$ cat src/rtl/lap_fifo_pkg.sv
package lap_fifo_pkg;

  // Next pointer value: step within a lap, jump to the next lap after the last slot.
  function automatic int unsigned lap_next(input int unsigned p,
                                           input int unsigned depth,
                                           input int unsigned slot_w);
    int unsigned lo;
    int unsigned hi;
    lo = p & ((32'd1 << slot_w) - 1);
    hi = (p >> slot_w) & 32'd1;
    if (lo == depth - 1)
      return (hi != 0) ? 32'd0 : (32'd1 << slot_w);
    return p + 1;
  endfunction

  // Words held: slot difference, plus depth when the lap flags differ.
  function automatic int lap_level(input int unsigned wr,
                                   input int unsigned rd,
                                   input int unsigned depth,
                                   input int unsigned slot_w);
    int unsigned mask;
    int          lap_add;
    mask    = (32'd1 << slot_w) - 1;
    lap_add = (((wr >> slot_w) & 1) != ((rd >> slot_w) & 1)) ? int'(depth) : 0;
    return lap_add + int'(wr & mask) - int'(rd & mask);
  endfunction

endpackage

$ cat src/rtl/lap_ptr.sv
module lap_ptr #(
  parameter int DEPTH  = 6,
  parameter int SLOT_W = 3,
  localparam int PTR_W = SLOT_W + 1
) (
  input  logic             clk,
  input  logic             rst_n,
  input  logic             adv,
  output logic [PTR_W-1:0] ptr
);
  import lap_fifo_pkg::*;

  localparam bit POW2 = (DEPTH == (1 << SLOT_W));

  logic [PTR_W-1:0] ptr_nx;

  generate
    if (POW2) begin : g_roll
      assign ptr_nx = ptr + PTR_W'(1);
    end else begin : g_skip
      assign ptr_nx = PTR_W'(lap_next(32'(ptr), DEPTH, SLOT_W));
    end
  endgenerate

  always_ff @(posedge clk) begin
    if (!rst_n)   ptr <= '0;
    else if (adv) ptr <= ptr_nx;
  end

  assert_slot_legal_R2: assert property (@(posedge clk) disable iff (!rst_n)
    32'(ptr[SLOT_W-1:0]) < DEPTH);

  assert_hold_idle_R2: assert property (@(posedge clk) disable iff (!rst_n)
    !adv |=> $stable(ptr));

endmodule

$ cat src/rtl/lap_store.sv
module lap_store #(
  parameter int DATA_W = 8,
  parameter int DEPTH  = 6,
  parameter int SLOT_W = 3
) (
  input  logic              clk,
  input  logic              rst_n,
  input  logic              we,
  input  logic [SLOT_W-1:0] waddr,
  input  logic [DATA_W-1:0] wdata,
  input  logic              re,
  input  logic [SLOT_W-1:0] raddr,
  output logic [DATA_W-1:0] rdata,
  output logic              rvalid
);
  logic [DATA_W-1:0] mem [DEPTH];

  always_ff @(posedge clk) begin
    if (we) mem[waddr] <= wdata;
  end

  always_ff @(posedge clk) begin
    if (!rst_n) begin
      rdata  <= '0;
      rvalid <= 1'b0;
    end else begin
      rvalid <= re;
      if (re) rdata <= mem[raddr];
    end
  end

  assert_read_latency_R10: assert property (@(posedge clk) disable iff (!rst_n)
    re |=> rvalid);

  assert_read_quiet_R10: assert property (@(posedge clk) disable iff (!rst_n)
    !re |=> (!rvalid && $stable(rdata)));

endmodule

$ cat src/rtl/lap_status.sv
module lap_status #(
  parameter int DEPTH  = 6,
  parameter int SLOT_W = 3,
  localparam int PTR_W = SLOT_W + 1,
  localparam int CNT_W = $clog2(DEPTH + 1)
) (
  input  logic             clk,
  input  logic             rst_n,
  input  logic [PTR_W-1:0] wr_ptr,
  input  logic [PTR_W-1:0] rd_ptr,
  output logic             full,
  output logic             empty,
  output logic [CNT_W-1:0] level
);
  import lap_fifo_pkg::*;

  logic slot_same;
  logic lap_same;

  assign slot_same = (wr_ptr[SLOT_W-1:0] == rd_ptr[SLOT_W-1:0]);
  assign lap_same  = (wr_ptr[SLOT_W] == rd_ptr[SLOT_W]);
  assign empty     = slot_same && lap_same;
  assign full      = slot_same && !lap_same;
  assign level     = CNT_W'(lap_level(32'(wr_ptr), 32'(rd_ptr), DEPTH, SLOT_W));

  assert_level_range_R7: assert property (@(posedge clk) disable iff (!rst_n)
    32'(level) <= DEPTH);

  assert_flags_excl_R8: assert property (@(posedge clk) disable iff (!rst_n)
    $onehot0({full, empty}));

  assert_empty_level_R8: assert property (@(posedge clk) disable iff (!rst_n)
    empty == (level == '0));

  assert_full_level_R8: assert property (@(posedge clk) disable iff (!rst_n)
    full == (32'(level) == DEPTH));

endmodule

$ cat src/rtl/lap_fifo.sv
module lap_fifo #(
  parameter int DATA_W = 8,
  parameter int DEPTH  = 6,
  localparam int SLOT_W = (DEPTH > 1) ? $clog2(DEPTH) : 1,
  localparam int PTR_W  = SLOT_W + 1,
  localparam int CNT_W  = $clog2(DEPTH + 1)
) (
  input  logic              clk,
  input  logic              rst_n,
  input  logic              push_valid,
  output logic              push_ready,
  input  logic [DATA_W-1:0] push_data,
  input  logic              pop_ready,
  output logic              pop_valid,
  output logic [DATA_W-1:0] pop_data,
  output logic              pop_data_valid,
  output logic              full,
  output logic              empty,
  output logic [CNT_W-1:0]  level
);
  logic [PTR_W-1:0] wr_ptr;
  logic [PTR_W-1:0] rd_ptr;
  logic             push_fire;
  logic             pop_fire;

  assign push_ready = !full;
  assign pop_valid  = !empty;
  assign push_fire  = push_valid && !full;
  assign pop_fire   = pop_ready && !empty;

  lap_ptr #(.DEPTH(DEPTH), .SLOT_W(SLOT_W)) u_wr_ptr (
    .clk(clk), .rst_n(rst_n), .adv(push_fire), .ptr(wr_ptr));

  lap_ptr #(.DEPTH(DEPTH), .SLOT_W(SLOT_W)) u_rd_ptr (
    .clk(clk), .rst_n(rst_n), .adv(pop_fire), .ptr(rd_ptr));

  lap_store #(.DATA_W(DATA_W), .DEPTH(DEPTH), .SLOT_W(SLOT_W)) u_store (
    .clk(clk), .rst_n(rst_n),
    .we(push_fire), .waddr(wr_ptr[SLOT_W-1:0]), .wdata(push_data),
    .re(pop_fire),  .raddr(rd_ptr[SLOT_W-1:0]),
    .rdata(pop_data), .rvalid(pop_data_valid));

  lap_status #(.DEPTH(DEPTH), .SLOT_W(SLOT_W)) u_status (
    .clk(clk), .rst_n(rst_n), .wr_ptr(wr_ptr), .rd_ptr(rd_ptr),
    .full(full), .empty(empty), .level(level));

  assert_no_overflow_R4: assert property (@(posedge clk) disable iff (!rst_n)
    full |=> $stable(wr_ptr));

  assert_no_underflow_R5: assert property (@(posedge clk) disable iff (!rst_n)
    empty |=> ($stable(rd_ptr) && !pop_data_valid));

  assert_level_step_R7: assert property (@(posedge clk) disable iff (!rst_n)
    int'(level) == int'($past(level)) + int'($past(push_fire)) - int'($past(pop_fire)));

  assert_both_accept_R9: assert property (@(posedge clk) disable iff (!rst_n)
    (push_valid && pop_ready && !full && !empty) |=> $stable(level));

endmodule

$ cat config.mk
export PLATFORM = sky130hd
export DESIGN_NAME = lap_fifo
export DESIGN_NICKNAME = d
export VERILOG_FILES = /design/src/rtl/lap_fifo_pkg.sv /design/src/rtl/lap_ptr.sv /design/src/rtl/lap_store.sv /design/src/rtl/lap_status.sv /design/src/rtl/lap_fifo.sv
export SDC_FILE = /design/constraint.sdc
export NUM_CORES = 1
export LEC_CHECK = 0
export CORE_ASPECT_RATIO = 1.1
export CORE_MARGIN = 2
export CORE_UTILIZATION = 55
export DETAILED_ROUTE_END_ITERATION = 16
export PLACE_DENSITY = 0.85
export REMOVE_ABC_BUFFERS = 1
export SYNTH_ARGS = -nofsm -noshare
export SYNTH_HDL_FRONTEND = slang
export SYNTH_SLANG_ARGS = --single-unit
$ cat constraint.sdc
create_clock -name clk -period 4.1 [get_ports clk]
set_input_delay 0.41 -clock clk [delete_from_list [all_inputs] [get_ports clk]]
set_output_delay 0.41 -clock clk [all_outputs]
set_load 0.01 [all_outputs]
==> flow_metrics.env <==
export IMPL_status="finished clean"
export IMPL_synthSimpleGateAreaFrac=0.0824
export IMPL_cp_top_family="XOR/XNOR gates"
export IMPL_r2r_start="u_rd_ptr.ptr[0]"
export IMPL_dr_first_iter_drc_count=91
export IMPL_holdBufCountCts=0
export IMPL_r2r_end="u_store.mem[4][0]"
export IMPL_grt_pass1_wl_um=7490
export IMPL_hold_path_class="flop to flop"
export IMPL_finalInstanceArea_sq_mm=0.00319
export IMPL_rsz0062_at_grt="false"
export IMPL_dp_slack_ns=1.17
export IMPL_critical_path_startpoint_type="flop"
export IMPL_routabilityCongestion=0.758
export IMPL_final_max_slew_viol_count=0
export IMPL_synth_cells=217
export IMPL_cts_resized=0
export IMPL_regToRegSetupSlack_ns=1.82
export IMPL_routed_via_density=5.30
export IMPL_hold_viol=0
export IMPL_p_per_area_mw_per_mm2=456
export IMPL_rows=26
export IMPL_hold_start="u_wr_ptr.ptr[3]"
export IMPL_numCtsBuffers=9
export IMPL_layout_commonest_cell="edfxtp_1"
export IMPL_rr_worst_depth=5
export IMPL_dp_cells=291
export IMPL_ys_types=29
export IMPL_cts_tree="built"
export IMPL_p_leak_nw=1.13
export IMPL_h_tree_depth=3
export IMPL_ant_nets=0
export IMPL_dieArea_sq_mm=0.00552
export IMPL_relSlewSlack=0.410
export IMPL_crit_start="u_rd_ptr.ptr[3]"
export IMPL_path_cells="xnor2_1, inv_1, fa_1, ha_1, xnor2_1, xnor2_1, xnor2_1, clkdlybuf4s50_1"
export IMPL_end_kind="primary output"
export IMPL_setup_violations=0
export IMPL_dieWidth_um=71.0
export IMPL_setup_tns_final_ns=0
export IMPL_worstMarginPinSlew_ns=0.885
export IMPL_crit_buf_inv=2
export IMPL_first_pass_iters=6
export IMPL_crit_arrival_ns=2.87
export IMPL_vias=1626
export IMPL_synth_area_sq_mm=0.00272
export IMPL_worstSetupPathType="flop to primary output"
export IMPL_worst_clock_skew_ns=0.00566
export IMPL_drc=0
export IMPL_post_route_period_util=0.800
export IMPL_dp_hpwl_um=2800
export IMPL_cts_setup_buffers=0
export IMPL_drive_gt1_frac=0.116
export IMPL_wl_um=4680
export IMPL_synth_fa_ha_area_frac=0.0166
export IMPL_ys_ff_latch=65
export IMPL_yosysSeqAreaShare=0.656
export IMPL_yosys_warnings=0
export IMPL_clockBufferDepth=2
export IMPL_insertion_delay_ns=0.33
export IMPL_cts_sinks=65
export IMPL_antenna_found_initial=0
export IMPL_worstPathRequired_ns=3.69
export IMPL_hold_depth=2
export IMPL_grt_max_degree=38
export IMPL_synth_top_family_by_area="compound AO/OA/AOI/OAI gates"
export IMPL_clk_pin_slew_worst_paths_ns=0.07
export IMPL_cp_slowest_cell="clkdlybuf4s50_1"
export IMPL_avgSynthCellArea_sq_um=12.5
export IMPL_placedInstanceArea_sq_mm=0.00303
export IMPL_ir_drop_mv=0.294
export IMPL_fin_nets=261
export IMPL_setup_slack_ns=0.819
export IMPL_cts_root_buf="clkbuf_8"
export IMPL_whs_endpoint="u_wr_ptr.ptr[3]"
export IMPL_grt_pass1_vias=1580
export IMPL_fin_cells=307
export IMPL_io_buffer_count=27
export IMPL_fmax_ghz=0.305
export IMPL_n_antenna_cell=0
export IMPL_grt_overflow_total=0
export IMPL_routedWlPerCell_um=15.2
export IMPL_critPathMaxFanout=4
export IMPL_final_cell_mix="48 x edfxtp_1, 27 x clkdlybuf4s50_1, 25 x nand2_1, 24 x o21ai_0, 17 x dfxtp_1"
export IMPL_track_usage=0.187
export IMPL_initial_core_util=0.576
export IMPL_cap_violations=0
export IMPL_ios=28
export IMPL_worst_hold_slack_ns=0.487
export IMPL_synth_compound_area_frac=0.0889
export IMPL_coreArea_sq_mm=0.00472
export IMPL_slowest_delay_ns=0.55
export IMPL_synth_area_mux_share=0.0847
export IMPL_synth_xor_area_frac=0.0253
export IMPL_crit_top_cell="xnor2_1"
export IMPL_chipHeight_um=77.7
export IMPL_post_route_min_period_ns=3.28
export IMPL_synthToLayoutAreaGrowth_pct=17.5
export IMPL_fillers=328
[kinds of logic after synthesis]
family,Yosys count
AO/OA/AOI/OAI,43
XOR/XNOR,7
AND/OR/NAND/NOR,47
flip-flops,65
buffers and inverters,30
adder cells (fa/ha/maj),3
multiplexers,22
[through the flow]
stage                util  power (mW)
detailed placement  0.642        1.01
global placement    0.642        1.01
CTS                 0.677        1.46
floorplan               -       0.895
finish              0.677        1.46
global route        0.677        1.52
[registers in the layout, summed over array words and instances, names as in the netlist]
register        count
u_rd_ptr.ptr        4
u_store.mem        48
u_store.rdata       8
u_store.rvalid      1
u_wr_ptr.ptr        4
[cell type report]
type / instances / area [sq um] / area share
inverters: 16 / 60.1 / 0.0188
clock buffers: 13 / 149 / 0.0466
repair buffers: 32 / 308 / 0.0964
multi-input cells: 122 / 810 / 0.253
clock inverters: 3 / 16.3 / 0.00509
well taps: 56 / 70.1 / 0.0219
flip-flops and latches: 65 / 1780 / 0.558
[how the worst max path moves through the flow]
stage	slack (ns)	cells past startpoint	to
floorplan	1.54	6	level[2]
global placement	1.24	8	level[2]
detailed placement	1.17	8	level[2]
CTS	0.81	8	level[2]
global route	0.61	8	level[2]
finish	0.82	8	level[2]
[per-layer routing]
metal	vias up	global-route usage	wire, um
met1	763	0.210	1960
met5	-	0	0
met2	33	0.325	2480
li1	824	-	-
met4	0	0.113	101
met3	6	0.0351	140
[power by group]
part	switching, mW	internal [mW]
clock	0.223	0.234
combinational	0.124	0.122
sequential	0.0133	0.739
total	0.360	1.09
[synth_stat cells]
library cell	instances	area, sq um
inv_1	16	60.1
nand4_2	1	12.5
o21ai_0	24	120
a21o_1	1	7.51
xor2_1	1	8.76
xnor2_2	1	16.3
buf_2	5	25.0
clkbuf_1	7	26.3
nor2_1	6	22.5
nand2_1	25	93.8
fa_1	1	20.0
mux2i_1	14	140
nand3b_1	2	15.0
nand4_1	2	12.5
buf_4	2	15.0
a21oi_1	8	40.0
nand3_1	2	10.0
a21boi_1	1	7.51
dfxtp_1	17	340
xnor2_1	5	43.8
a41oi_2	1	16.3
mux2_2	8	90.1
a31oi_1	8	50.1
ha_1	2	25.0
nor3_1	2	10.0
nand2b_1	4	25.0
and2_1	2	12.5
nand3_2	1	10.0
edfxtp_1	48	1440
[worst reg2reg max path: stages, from the launching register on]
cell and delay (ns):
dfxtp_1 0.31, buf_4 0.25, ha_1 0.33, nand4_2 0.15, nand3_1 0.16, nor2_1 0.71
(Power assumes the default switching activity.)
